<file path="src/rtl/sup_pkg.sv">
package sup_pkg;

   typedef enum logic [1:0] {
      ST_HOLD  = 2'd0,
      ST_RUN   = 2'd1,
      ST_WDRST = 2'd2
   } sup_state_e;

   localparam logic [1:0] SEL_P_LONG  = 2'b00;
   localparam logic [1:0] SEL_P_MID   = 2'b01;
   localparam logic [1:0] SEL_P_SHORT = 2'b10;
   localparam logic [1:0] SEL_OFF     = 2'b11;

   function automatic int imax(input int a, input int b);
      return (a > b) ? a : b;
   endfunction

endpackage

</file>
<file path="src/rtl/sup_wdi_sync.sv">
module sup_wdi_sync #(
   parameter int STAGES = 2
) (
   input  logic clk_i,
   input  logic por_n_i,
   input  logic wdi_i,
   output logic fall_o
);

   if (STAGES < 2) begin : g_bad_stages
      $error("sup_wdi_sync: STAGES must be at least 2");
   end

   logic [STAGES:0] chain_q;

   for (genvar i = 0; i <= STAGES; i++) begin : g_stage
      if (i == 0) begin : g_first
         always_ff @(posedge clk_i or negedge por_n_i) begin
            if (!por_n_i) chain_q[0] <= 1'b1;
            else          chain_q[0] <= wdi_i;
         end
      end else begin : g_next
         always_ff @(posedge clk_i or negedge por_n_i) begin
            if (!por_n_i) chain_q[i] <= 1'b1;
            else          chain_q[i] <= chain_q[i-1];
         end
      end
   end

   assign fall_o = chain_q[STAGES] & ~chain_q[STAGES-1];

   // a falling edge is reported for a single cycle only
   p_fall_single_r6: assert property (@(posedge clk_i) disable iff (!por_n_i)
      fall_o |=> !fall_o);

endmodule

</file>
<file path="src/rtl/sup_wd_timer.sv">
module sup_wd_timer
   import sup_pkg::*;
#(
   parameter int WD_TICKS_0 = 1400,
   parameter int WD_TICKS_1 = 600,
   parameter int WD_TICKS_2 = 400,
   parameter int CNT_W      = 11
) (
   input  logic       clk_i,
   input  logic       por_n_i,
   input  logic       run_i,
   input  logic       kick_i,
   input  logic       tick_i,
   input  logic [1:0] sel_i,
   output logic       expire_o
);

   if (WD_TICKS_0 < 2 || WD_TICKS_1 < 2 || WD_TICKS_2 < 2) begin : g_bad_period
      $error("sup_wd_timer: every watchdog period must be at least 2 ticks");
   end

   logic [CNT_W-1:0] cnt_q;
   logic [CNT_W-1:0] last_m1;
   logic             enabled;
   logic             expire_q;

   always_comb begin
      unique case (sel_i)
         SEL_P_LONG:  last_m1 = CNT_W'(WD_TICKS_0 - 1);
         SEL_P_MID:   last_m1 = CNT_W'(WD_TICKS_1 - 1);
         SEL_P_SHORT: last_m1 = CNT_W'(WD_TICKS_2 - 1);
         default:     last_m1 = '1;
      endcase
   end

   assign enabled = (sel_i != SEL_OFF);

   always_ff @(posedge clk_i or negedge por_n_i) begin
      if (!por_n_i) begin
         cnt_q    <= '0;
         expire_q <= 1'b0;
      end else begin
         expire_q <= 1'b0;
         if (!run_i || kick_i || !enabled) begin
            cnt_q <= '0;
         end else if (tick_i) begin
            if (cnt_q >= last_m1) begin
               cnt_q    <= '0;
               expire_q <= 1'b1;
            end else begin
               cnt_q <= cnt_q + CNT_W'(1);
            end
         end
      end
   end

   assign expire_o = expire_q;

   // count held clear while reset is active
   p_clear_in_reset_r9: assert property (@(posedge clk_i) disable iff (!por_n_i)
      !run_i |=> (cnt_q == '0));
   // a kick restarts the period
   p_kick_restarts_r6: assert property (@(posedge clk_i) disable iff (!por_n_i)
      kick_i |=> (cnt_q == '0) && !expire_o);
   // disabled select never produces an expiry
   p_off_quiet_r5: assert property (@(posedge clk_i) disable iff (!por_n_i)
      (sel_i == SEL_OFF) |=> !expire_o);
   p_expire_single_r4: assert property (@(posedge clk_i) disable iff (!por_n_i)
      expire_o |=> !expire_o);

endmodule

</file>
<file path="src/rtl/sup_rst_fsm.sv">
module sup_rst_fsm
   import sup_pkg::*;
#(
   parameter int HOLD_TICKS  = 800,
   parameter int PULSE_SHORT = 200,
   parameter int PULSE_LONG  = 400,
   parameter int CNT_W       = 10
) (
   input  logic       clk_i,
   input  logic       por_n_i,
   input  logic       lowv_i,
   input  logic       tick_i,
   input  logic       expire_i,
   input  logic [1:0] sel_i,
   output logic       run_o,
   output logic       cause_wd_o,
   output logic       cause_pwr_o
);

   if (HOLD_TICKS < 1 || PULSE_SHORT < 1 || PULSE_LONG < 1) begin : g_bad_len
      $error("sup_rst_fsm: hold and pulse lengths must be at least 1 tick");
   end

   localparam logic [CNT_W-1:0] HOLD_M1  = CNT_W'(HOLD_TICKS - 1);
   localparam logic [CNT_W-1:0] SHORT_M1 = CNT_W'(PULSE_SHORT - 1);
   localparam logic [CNT_W-1:0] LONG_M1  = CNT_W'(PULSE_LONG - 1);

   sup_state_e       state_q;
   logic [CNT_W-1:0] cnt_q;
   logic [CNT_W-1:0] plen_m1_q;
   logic             cwd_q;
   logic             cpwr_q;

   always_ff @(posedge clk_i or negedge por_n_i) begin
      if (!por_n_i) begin
         state_q   <= ST_HOLD;
         cnt_q     <= '0;
         plen_m1_q <= '0;
         cwd_q     <= 1'b0;
         cpwr_q    <= 1'b0;
      end else begin
         cwd_q  <= 1'b0;
         cpwr_q <= 1'b0;
         unique case (state_q)
            ST_HOLD: begin
               if (lowv_i) begin
                  cnt_q <= '0;
               end else if (tick_i) begin
                  if (cnt_q == HOLD_M1) begin
                     cnt_q   <= '0;
                     state_q <= ST_RUN;
                  end else begin
                     cnt_q <= cnt_q + CNT_W'(1);
                  end
               end
            end
            ST_RUN: begin
               cnt_q <= '0;
               if (lowv_i) begin
                  state_q <= ST_HOLD;
                  cpwr_q  <= 1'b1;
               end else if (expire_i) begin
                  state_q   <= ST_WDRST;
                  cwd_q     <= 1'b1;
                  plen_m1_q <= (sel_i == SEL_P_SHORT) ? LONG_M1 : SHORT_M1;
               end
            end
            ST_WDRST: begin
               if (lowv_i) begin
                  state_q <= ST_HOLD;
                  cnt_q   <= '0;
                  cpwr_q  <= 1'b1;
               end else if (tick_i) begin
                  if (cnt_q == plen_m1_q) begin
                     cnt_q   <= '0;
                     state_q <= ST_RUN;
                  end else begin
                     cnt_q <= cnt_q + CNT_W'(1);
                  end
               end
            end
            default: begin
               state_q <= ST_HOLD;
               cnt_q   <= '0;
            end
         endcase
      end
   end

   assign run_o       = (state_q == ST_RUN);
   assign cause_wd_o  = cwd_q;
   assign cause_pwr_o = cpwr_q;

   // supply flag always forces reset on the following cycle
   p_lowv_holds_r3: assert property (@(posedge clk_i) disable iff (!por_n_i)
      lowv_i |=> !run_o);
   p_run_drop_r2: assert property (@(posedge clk_i) disable iff (!por_n_i)
      (run_o && lowv_i) |=> cause_pwr_o);
   // supply takes over a running watchdog pulse
   p_pulse_override_r10: assert property (@(posedge clk_i) disable iff (!por_n_i)
      (state_q == ST_WDRST && lowv_i) |=> (state_q == ST_HOLD) && cause_pwr_o);
   p_expiry_starts_r8: assert property (@(posedge clk_i) disable iff (!por_n_i)
      (run_o && expire_i && !lowv_i) |=> cause_wd_o && !run_o);

endmodule

</file>
<file path="src/rtl/sup_reset_seq.sv">
module sup_reset_seq
   import sup_pkg::*;
#(
   parameter int HOLD_TICKS  = 800,
   parameter int WD_TICKS_0  = 1400,
   parameter int WD_TICKS_1  = 600,
   parameter int WD_TICKS_2  = 400,
   parameter int PULSE_SHORT = 200,
   parameter int PULSE_LONG  = 400,
   parameter int SYNC_STAGES = 2
) (
   input  logic       clk_i,
   input  logic       por_n_i,
   input  logic       lowv_i,
   input  logic       wdi_i,
   input  logic [1:0] wd_sel_i,
   input  logic       tick_i,
   output logic       rst_n_o,
   output logic       cause_wd_o,
   output logic       cause_pwr_o
);

   localparam int WD_MAX  = imax(imax(WD_TICKS_0, WD_TICKS_1), WD_TICKS_2);
   localparam int WD_W    = $clog2(WD_MAX + 1);
   localparam int SEQ_MAX = imax(HOLD_TICKS, imax(PULSE_SHORT, PULSE_LONG));
   localparam int SEQ_W   = $clog2(SEQ_MAX + 1);

   logic kick;
   logic expire;
   logic run;

   sup_wdi_sync #(
      .STAGES (SYNC_STAGES)
   ) u_sync (
      .clk_i   (clk_i),
      .por_n_i (por_n_i),
      .wdi_i   (wdi_i),
      .fall_o  (kick)
   );

   sup_wd_timer #(
      .WD_TICKS_0 (WD_TICKS_0),
      .WD_TICKS_1 (WD_TICKS_1),
      .WD_TICKS_2 (WD_TICKS_2),
      .CNT_W      (WD_W)
   ) u_wd (
      .clk_i    (clk_i),
      .por_n_i  (por_n_i),
      .run_i    (run),
      .kick_i   (kick),
      .tick_i   (tick_i),
      .sel_i    (wd_sel_i),
      .expire_o (expire)
   );

   sup_rst_fsm #(
      .HOLD_TICKS  (HOLD_TICKS),
      .PULSE_SHORT (PULSE_SHORT),
      .PULSE_LONG  (PULSE_LONG),
      .CNT_W       (SEQ_W)
   ) u_fsm (
      .clk_i       (clk_i),
      .por_n_i     (por_n_i),
      .lowv_i      (lowv_i),
      .tick_i      (tick_i),
      .expire_i    (expire),
      .sel_i       (wd_sel_i),
      .run_o       (run),
      .cause_wd_o  (cause_wd_o),
      .cause_pwr_o (cause_pwr_o)
   );

   assign rst_n_o = run;

   p_causes_excl_r8: assert property (@(posedge clk_i) disable iff (!por_n_i)
      !(cause_wd_o && cause_pwr_o));
   p_wd_cause_edge_r8: assert property (@(posedge clk_i) disable iff (!por_n_i)
      cause_wd_o |-> $fell(rst_n_o));
   p_release_quiet_r11: assert property (@(posedge clk_i) disable iff (!por_n_i)
      $rose(rst_n_o) |-> !cause_wd_o && !cause_pwr_o);

endmodule

</file>
<file path="config.mk">
export PLATFORM = sky130hd
export DESIGN_NAME = sup_reset_seq
export DESIGN_NICKNAME = d
export VERILOG_FILES = /design/src/rtl/sup_pkg.sv /design/src/rtl/sup_wdi_sync.sv /design/src/rtl/sup_wd_timer.sv /design/src/rtl/sup_rst_fsm.sv /design/src/rtl/sup_reset_seq.sv
export SDC_FILE = /design/constraint.sdc
export NUM_CORES = 1
export LEC_CHECK = 0
export CAP_MARGIN = 15
export CELL_PAD_IN_SITES_DETAIL_PLACEMENT = 1
export CELL_PAD_IN_SITES_GLOBAL_PLACEMENT = 1
export CORE_ASPECT_RATIO = 0.7
export CORE_MARGIN = 4
export CORE_UTILIZATION = 26
export DETAILED_ROUTE_END_ITERATION = 10
export GPL_TIMING_DRIVEN = 0
export PLACE_DENSITY = 0.54
export SETUP_SLACK_MARGIN = 0.4
export SLEW_MARGIN = 20
export SYNTH_ARGS = -nofsm -noshare
export SYNTH_HDL_FRONTEND = slang
export SYNTH_SLANG_ARGS = --single-unit
</file>
<file path="constraint.sdc">
create_clock -name clk_i -period 5.7 [get_ports clk_i]
set_input_delay 0.57 -clock clk_i [delete_from_list [all_inputs] [get_ports clk_i]]
set_output_delay 0.57 -clock clk_i [all_outputs]
set_load 0.01 [all_outputs]
</file>
==> results of run 1 <==
==> final cells by class <==
class	count	area, sq um	area share, %
sequential	32	805	34.9
buffer	6	32.5	1.41
timing repair buffer	10	105	4.56
inverter	13	48.8	2.12
tap	98	123	5.32
clock buffer	8	90.1	3.91
multi-input combinational	161	1100	47.8
==> worst max-delay path, cell delays in order <==
cell and delay [ps]:
clkdlybuf4s50_1 510, inv_1 90, ha_1 290, nor2_1 220, ha_1 290, nand4_1 100
o221ai_1 150, a211oi_2 540, nand3_1 280, o311ai_1 350
==> metal layers <==
| layer | track usage (%) | vias up | part of all wire (%) |
|---|---|---|---|
| li1 | - | 825 | - |
| met3 | 2.83 | 5 | 2.0 |
| met5 | 0 | - | 0 |
| met4 | 3.48 | 0 | 0.86 |
| met2 | 18.1 | 12 | 39 |
| met1 | 18.6 | 794 | 58 |
==> worst max path at each step <==
stage           startpoint            end  slack (ps)
2_1_floorplan  wd_sel_i[0]  u_wd.cnt_q[4]        3330
3_3_place_gp   wd_sel_i[0]  u_wd.cnt_q[6]        2210
3_5_place_dp   wd_sel_i[0]  u_wd.cnt_q[8]        2180
4_1_cts        wd_sel_i[0]  u_wd.cnt_q[8]        2480
5_1_grt        wd_sel_i[0]  u_wd.cnt_q[8]        2260
6_report       wd_sel_i[0]  u_wd.cnt_q[8]        2500
==> sequential cells by signal, indices dropped and copies added (netlist names) <==
signal,flops
u_wd.expire_o,1
u_fsm.cause_wd_o,1
u_sync.chain_q,3
u_fsm.cause_pwr_o,1
u_fsm.plen_m1_q,3
u_wd.cnt_q,11
u_fsm.cnt_q,10
u_fsm.state_q,2
==> where the power goes <==
part	internal [mW]	switching, mW
registers	0.243	0.0119
clock network	0.0986	0.0873
logic	0.0712	0.100
==> through the flow <==
| step | worst slack [ps] | area [sq um] | cells |
|---|---|---|---|
| after floorplan | 3330 | 1990 | 212 |
| after global placement | 2210 | 2200 | 319 |
| after detailed placement | 2180 | 2210 | 320 |
| after CTS | 2480 | 2300 | 328 |
| after global routing | 2260 | 2300 | 328 |
| final | 2500 | 2300 | 328 |
==> cell families after synthesis <==
kind of cell,share of synthesized area (%)
buffers and inverters,4.09
and+or+nand+nor,23.6
xor gates and xnor gates,0.882
DFF,40.5
muxes,1.57
adders and majority gates,10.7
AOI/OAI and AO/OA,18.6
==> synthesized netlist by cell type (5+ instances only) <==
cell type,number
dfrtp_1,29
nand2_1,20
ha_1,17
inv_1,12
a21oi_1,11
nand3_1,11
and3_1,9
nand4_1,9
nor2_1,8
o21ai_0,8
nor3_1,6
a31oi_1,5
o31ai_1,5
==> flow_summary.json, run 1 <==
{
  "status": "completed",
  "track_usage_pct": 12.5,
  "hold_ws_ps": 86.6,
  "io_buffers": 9,
  "worst_setup_path_start_kind": "input port",
  "dp_hpwl_microns": 3880,
  "setup_viol": 0,
  "synth_warnings": 0,
  "cts_root_buffer": "clkbuf_8",
  "cap_viol_max_count": 0,
  "die_h_microns": 81.1,
  "synth_edf_count": 0,
  "dieArea_sq_um": 9130,
  "hp-class": "in -> async",
  "reg2reg_slack_ps": 3360,
  "most-common-layout-cells": "dfrtp_1, nand2_1, ha_1",
  "syn_avg_cell_area_sq_um": 9.37,
  "die_w_microns": 112,
  "grt_start_max_net_pins": 30,
  "drv_slew": 0,
  "cts_setup_buffers": 0,
  "synth_cell_type_count": 50,
  "required_ps": 5880,
  "p_leak_nw": 0.976,
  "finalPower_mw": 0.612,
  "path_clk_slew_ps": 70,
  "fin_tns_setup_ps": 0,
  "routed_wl_microns": 5240,
  "synth_flop_cell": "dfrtp_1",
  "synth_nets": 236,
  "clkSinkCount": 32,
  "drive_gt1_share_pct": 10.4,
  "worstPathMaxFanout": 7,
  "async_reset_ff_share_pct": 100,
  "synth_top_area_share_pct": 36.5,
  "critical_path_class": "in -> reg",
  "vias": 1636,
  "fill_cells": 866,
  "synth.area.top_cells": "dfrtp_1, ha_1, dfstp_2",
  "clk_latency_ps": 280,
  "fin_nets": 253,
  "boundaryPins": 10,
  "ctsHoldBuffers": 0,
  "insertedDiodeCount": 0,
  "grt_pass1_vias": 1707,
  "antenna_left": 0,
  "min_period_ps": 3200,
  "antenna_found_initial": 0,
  "seq_area_frac_synth_pct": 40.5,
  "max-vdd-ir-drop_uv": 94.1,
  "drtIter0Drc": 57,
  "cp_data_arrival_time_ps": 3380,
  "area_growth_pct": 16.0,
  "netlist_instances": 212,
  "cts_tree": "built",
  "end_kind": "flip-flop",
  "start_util_pct": 27.0,
  "gp_congestion": 0.766,
  "dr.pass1.iters": 4,
  "hold_violations": 0,
  "reg2reg_to": "u_wd.cnt_q[8]",
  "powerDensity_nw_per_um2": 266,
  "yosysTopAreaCell": "dfrtp_1",
  "grt_pass1_wl_microns": 9000,
  "grt-ovfl-total": 0,
  "wl_per_cell_microns": 16.0,
  "finClkSkew_ps": 10.3,
  "final_common_cell": "dfrtp_1",
  "postLayoutCoreUtil_pct": 31.3,
  "htreeDepth": 2,
  "period_share_pct": 56.2,
  "reg2regPathDepth": 6,
  "cts_buffers": 5,
  "post_cts_resized": 0,
  "core_sq_um": 7350,
  "row_count": 26,
  "worst_slew_pin_slew_ps": 674,
  "clock_path_buffers": 2,
  "syn_area_sq_um": 1990,
  "ys_ff_latch": 32,
  "vias_per_cell": 4.99,
  "drc": 0,
  "relSlewSlack_pct": 55.0,
  "rsz0062_at_grt": "false",
  "fmax_mhz": 312,
  "reg2reg_from": "u_wd.cnt_q[9]"
}
(Power assumes the default switching activity.)
==> inputs of run 2 (changes only) <==
- PLACE_DENSITY: 0.54 -> 0.56
- clock period: 5.7 -> 2.8 ns (I/O delays scaled with it)
==> run 2 against run 1 <==
Compared with the run above: core utilization rose by 1.6 points; total power increased by 110%; via count rose by 4.2%; first-iteration DRC count shrank 42%; global-route usage is 0.39 points higher; hold slack improved by 260 ps; largest cell class unchanged; critical endpoint is now u_wd.cnt_q[4]; combinational power up 100%; register-to-register slack got worse by 2700 ps; setup slack lost 1800 ps.
==> flow_summary.json, run 2 (synthesis results as in run 1) <==
{
  "grt_pass1_vias": 1833,
  "grt_start_max_net_pins": 30,
  "vias": 1705,
  "routed_wl_microns": 5390,
  "regMostFlops": "u_wd.cnt_q",
  "clkSinkCount": 32,
  "area_growth_pct": 22.0,
  "min_period_ps": 2120,
  "clk_latency_ps": 280,
  "p_int_mw": 0.862,
  "die_w_microns": 112,
  "p_clk_share_pct": 31.0,
  "reg2reg_from": "u_wd.cnt_q[9]",
  "power.share.sequential_pct": 41.2,
  "placed_cell_area_sq_um": 2210,
  "powerDensity_nw_per_um2": 520,
  "drc": 0,
  "gp_congestion": 0.734,
  "cp_cell_sequence": "ha_1, a21oi_1, o221ai_2, a211oi_4, nand3_2, o311ai_2",
  "reg2reg_to": "u_wd.cnt_q[4]",
  "worstPathMaxFanout": 5,
  "pre_cts_ws_ps": -381,
  "final_common_cell": "dfrtp_1",
  "fmax_mhz": 472,
  "dp_hpwl_microns": 3900,
  "reg2reg_slack_ps": 680,
  "cts_buffers": 5,
  "fill_cells": 892,
  "track_usage_pct": 12.9,
  "dr.pass1.iters": 4,
  "critical_path_class": "reg -> reg",
  "reg.largest.list": "u_wd.cnt_q x11, u_fsm.cnt_q x10",
  "boundaryPins": 10,
  "grtUsageMet2_pct": 18.7,
  "fin_nets": 256,
  "cp_slowest_cell": "dfrtp_1",
  "grt-ovfl-total": 0,
  "setup_viol": 0,
  "worst_slew_pin_slew_ps": 732,
  "status": "completed",
  "htreeDepth": 2,
  "grt_busiest_layer": "met1",
  "relSlewSlack_pct": 51.1,
  "wl_per_cell_microns": 16.3,
  "p_sw_mw": 0.399,
  "start_util_pct": 27.0,
  "end_kind": "flip-flop",
  "hp-class": "in -> async",
  "io_buffers": 9,
  "cap_viol_max_count": 0,
  "pwr-share-comb_pct": 27.8,
  "drv_slew": 0,
  "die_h_microns": 81.1,
  "drive_gt1_share_pct": 15.9,
  "antenna_found_initial": 0,
  "drtIter0Drc": 33,
  "core_sq_um": 7350,
  "grtUsageMet1_pct": 19.5,
  "most-common-layout-cells": "dfrtp_1, nand2_1, ha_1",
  "vias_per_cell": 5.17,
  "slowest_delay_ps": 440,
  "p_leak_nw": 1.03,
  "clock_path_buffers": 2,
  "regArea_sq_um": 805,
  "reg2regPathDepth": 6,
  "finClkSkew_ps": 6.16,
  "period_share_pct": 75.7,
  "required_ps": 2980,
  "multi_input_area_sq_um": 1180,
  "max-vdd-ir-drop_uv": 186,
  "worst_slack_ps": 680,
  "rsz0062_at_grt": "false",
  "path_clk_slew_ps": 70,
  "hold_ws_ps": 349,
  "cts_root_buffer": "clkbuf_8",
  "fin_area_sq_um": 2420,
  "cts_tree": "built",
  "row_count": 26,
  "dieArea_sq_um": 9130,
  "grt_pass1_wl_microns": 9450,
  "grtUsageMet3_pct": 2.46,
  "hold_violations": 0,
  "insertedDiodeCount": 0,
  "worst_setup_path_start_kind": "flip-flop",
  "p_sw_share_pct": 31.6,
  "cp_data_arrival_time_ps": 2300,
  "largest_reg_flops": 11,
  "antenna_left": 0
}
==> run 2: cell count changes in the layout (fill, tap and decap cells not counted), moves of 2 or more <==
| cell | previous run | this run |
|---|---|---|
| o311ai_2 | 0 | 3 |
| ha_4 | 0 | 2 |
| clkbuf_1 | 4 | 2 |
| buf_4 | 0 | 2 |
| o311ai_1 | 3 | 0 |
| dlymetal6s2s_1 | 0 | 2 |
| clkdlybuf4s50_1 | 8 | 6 |
| ha_1 | 17 | 14 |
==> run 2: area by class of cell <==
cell class,count,share of cell area (%)
plain buffers,6,1.60
clock buffers,7,3.98
inverters,13,2.01
multi-input cells,161,48.6
flip-flops and latches,32,33.2
well taps,98,5.06
repair buffers,13,5.58
==> run 2: how the worst max path moves through the flow <==
stage | startpoint | slack (ps) | endpoint
4_1_cts | wd_sel_i[0] | 400 | u_wd.cnt_q[3]
3_3_place_gp | wd_sel_i[0] | -360 | u_wd.cnt_q[6]
5_1_grt | u_fsm.state_q[0] | 570 | u_fsm.cnt_q[9]
6_report | u_wd.cnt_q[9] | 680 | u_wd.cnt_q[4]
3_5_place_dp | wd_sel_i[0] | -380 | u_wd.cnt_q[4]
2_1_floorplan | wd_sel_i[0] | 720 | u_wd.cnt_q[4]
==> run 2: power by group through the flow <==
stage,Sequential (mW),Clock [mW],Combinational [mW]
3_5_place_dp,0.528,0,0.340
6_report,0.519,0.391,0.351
5_1_grt,0.525,0.432,0.392
2_1_floorplan,0.526,0,0.219
4_1_cts,0.519,0.414,0.350
3_3_place_gp,0.528,0,0.337
==> run 2: through the flow <==
stage | setup TNS [ps] | utilization, % | total power, mW | cells
detailed placement | -3330 | 30.1 | 0.868 | 320
CTS | 0 | 32.5 | 1.28 | 330
global placement | -3370 | 29.9 | 0.865 | 319
global route | 0 | 33.0 | 1.35 | 330
floorplan | 0 | - | 0.745 | 212
finish | 0 | 33.0 | 1.26 | 330
==> run 2: metal layers <==
metal,routed length [microns],vias up
met5,0,-
met4,25,0
met3,131,2
met2,2190,15
met1,3040,854
li1,-,834
==> run 2: critical path: cells and delay by family (launching register included) <==
kind                     cells  cell delay, ps
AO/OA/AOI/OAI                4            1040
AND/OR/NAND/NOR              1             190
flip-flops                   1             440
adder cells (fa/ha/maj)      1             340
==> run 2: what timing repair did <==
| item | CTS | global route |
|---|---|---|
| resized for setup | 10 | 6 |
| pin swaps | 6 | 5 |
| endpoints found under the hold margin | 3 | 0 |
| setup endpoints to repair | 12 | 12 |
| cloned | 0 | 0 |
| hold buffers | 1 | 0 |
| setup buffers | 2 | 0 |
==> inputs of run 3 (changes only) <==
- PLACE_DENSITY: 0.56 -> 0.54
- clock period: 2.8 -> 2.2 ns (I/O delays scaled with it)
==> run 3 against run 2 <==
Compared with the run above: setup slack worse by 370 ps; cell area is 24% higher; total power is 45% higher; count of clock-buffer cells in the layout is 1 lower; first-iteration DRC count is 120% higher; combinational power is 67% higher.
==> flow_summary.json, run 3 (synthesis results as in run 1) <==
{
  "die_h_microns": 81.1,
  "worst_slew_pin_slew_ps": 763,
  "hold_ws_ps": 271,
  "largest_reg_flops": 11,
  "critical_path_buf_inv_count": 2,
  "rsz0062_at_grt": "true",
  "dp.cells": 320,
  "io_buffers": 9,
  "max-vdd-ir-drop_uv": 275,
  "die_w_microns": 112,
  "finClkSkew_ps": 11.3,
  "reg2reg_to": "u_wd.cnt_q[8]",
  "setup_viol": 0,
  "gp_congestion": 0.775,
  "track_usage_pct": 14.2,
  "dieArea_sq_um": 9130,
  "core_sq_um": 7350,
  "most-common-layout-cells": "buf_4, nand2_1, dfrtp_2",
  "clock_path_buffers": 2,
  "critical_path_class": "reg -> reg",
  "hold_violations": 0,
  "fmax_mhz": 528,
  "grt-ovfl-total": 0,
  "reg2regPathDepth": 8,
  "multi_input_area_sq_um": 1510,
  "crit_family": "compound AO/OA/AOI/OAI gates",
  "worst_setup_path_start_kind": "flip-flop",
  "reg2reg_from": "u_wd.cnt_q[3]",
  "path_clk_slew_ps": 70,
  "fill_cells": 820,
  "clk_latency_ps": 290,
  "clkSinkCount": 32,
  "routed_wl_microns": 6210,
  "final_common_cell": "buf_4",
  "path_common_cell": "nand4_1",
  "cp_slowest_cell": "dfrtp_2",
  "vias": 1794,
  "wl_per_cell_microns": 17.5,
  "row_count": 26,
  "area_growth_pct": 51.3,
  "drc": 0,
  "dr.pass1.iters": 4,
  "worst_slack_ps": 307,
  "drtIter0Drc": 73,
  "vias_per_cell": 5.07,
  "slowest_delay_ps": 450,
  "cp_data_arrival_time_ps": 2050,
  "fin_nets": 279,
  "worstPathMaxFanout": 6,
  "end_kind": "flip-flop",
  "regArea_sq_um": 823,
  "crit_cells": 8,
  "status": "completed",
  "drive_gt1_share_pct": 44.9,
  "reg2reg_slack_ps": 310,
  "antenna_left": 0,
  "placed_cell_area_sq_um": 2350,
  "antenna_found_initial": 0,
  "grt_start_max_net_pins": 30,
  "p_leak_nw": 1.16,
  "cp_cell_sequence": "ha_4, nand4_1, o31ai_4, a211oi_4, buf_6, buf_8, nand4_1, o311ai_4",
  "boundaryPins": 10,
  "start_util_pct": 27.0,
  "pre_cts_ws_ps": -613,
  "reg.largest.list": "u_wd.cnt_q x11, u_fsm.cnt_q x10",
  "grt_pass1_wl_microns": 10200,
  "grt_pass1_vias": 1849,
  "finalPower_mw": 1.83,
  "regMostFlops": "u_wd.cnt_q",
  "dp_hpwl_microns": 4020,
  "min_period_ps": 1890,
  "drv_slew": 0,
  "postLayoutCoreUtil_pct": 40.9,
  "required_ps": 2360,
  "relSlewSlack_pct": 49.2,
  "cts_tree": "built",
  "stdcell_count": 354,
  "fin_tns_setup_ps": 0,
  "cap_viol_max_count": 0,
  "fin_area_sq_um": 3010,
  "hp-class": "in -> async",
  "period_share_pct": 86.0,
  "cts_root_buffer": "clkbuf_8",
  "insertedDiodeCount": 0,
  "cts_buffers": 5,
  "powerDensity_nw_per_um2": 610,
  "htreeDepth": 2
}
run 3: power breakdown:
part	switching (mW)	total [mW]	internal (mW)
clock network	0.237	0.573	0.336
logic	0.318	0.587	0.269
registers	0.0404	0.673	0.633
total	0.595	1.83	1.24
run 3: cell type report:
cell class	count	area share, %
multi-input cells	162	50.3
plain buffers	6	1.71
flip-flops and latches	32	27.4
repair buffers	35	11.0
well taps	98	4.08
inverters	13	2.00
clock inverters	2	1.17
clock buffers	6	2.41
run 3: worst max path at each step:
stage / startpoint / endpoint / slack [ps]
5_1_grt: u_wd.cnt_q[9] / u_wd.cnt_q[8] / 240
6_report: u_wd.cnt_q[3] / u_wd.cnt_q[8] / 310
4_1_cts: u_wd.cnt_q[3] / u_wd.cnt_q[10] / 330
3_3_place_gp: wd_sel_i[0] / u_wd.cnt_q[6] / -590
2_1_floorplan: wd_sel_i[0] / u_wd.cnt_q[7] / 400
3_5_place_dp: wd_sel_i[0] / u_wd.cnt_q[7] / -610
run 3: worst reg2reg max path: cells and delay by family, from the launching register on:
kind                       cells  cell delay, ps
buffers and inverters          2             290
AOI/OAI and AO/OA              3             490
DFF                            1             450
and+or+nand+nor                2             270
adders and majority gates      1             270
run 3: what timing repair did:
action | in CTS | in global routing
endpoints found under the hold margin | 29 | 0
buffers inserted | 13 | 10
pin swaps | 18 | 23
gates cloned | 2 | 0
resized for setup | 51 | 30
setup endpoints to repair | 27 | 25
hold buffers | 1 | 0
run 3: layer usage:
layer  track usage (%)  part of all wire (%)  up-vias
met5                 0                     0        -
met2              19.6                    40       16
met4              3.24                  0.68        0
met3              2.90                   2.1        5
met1              22.1                    57      889
li1                  -                     -      884
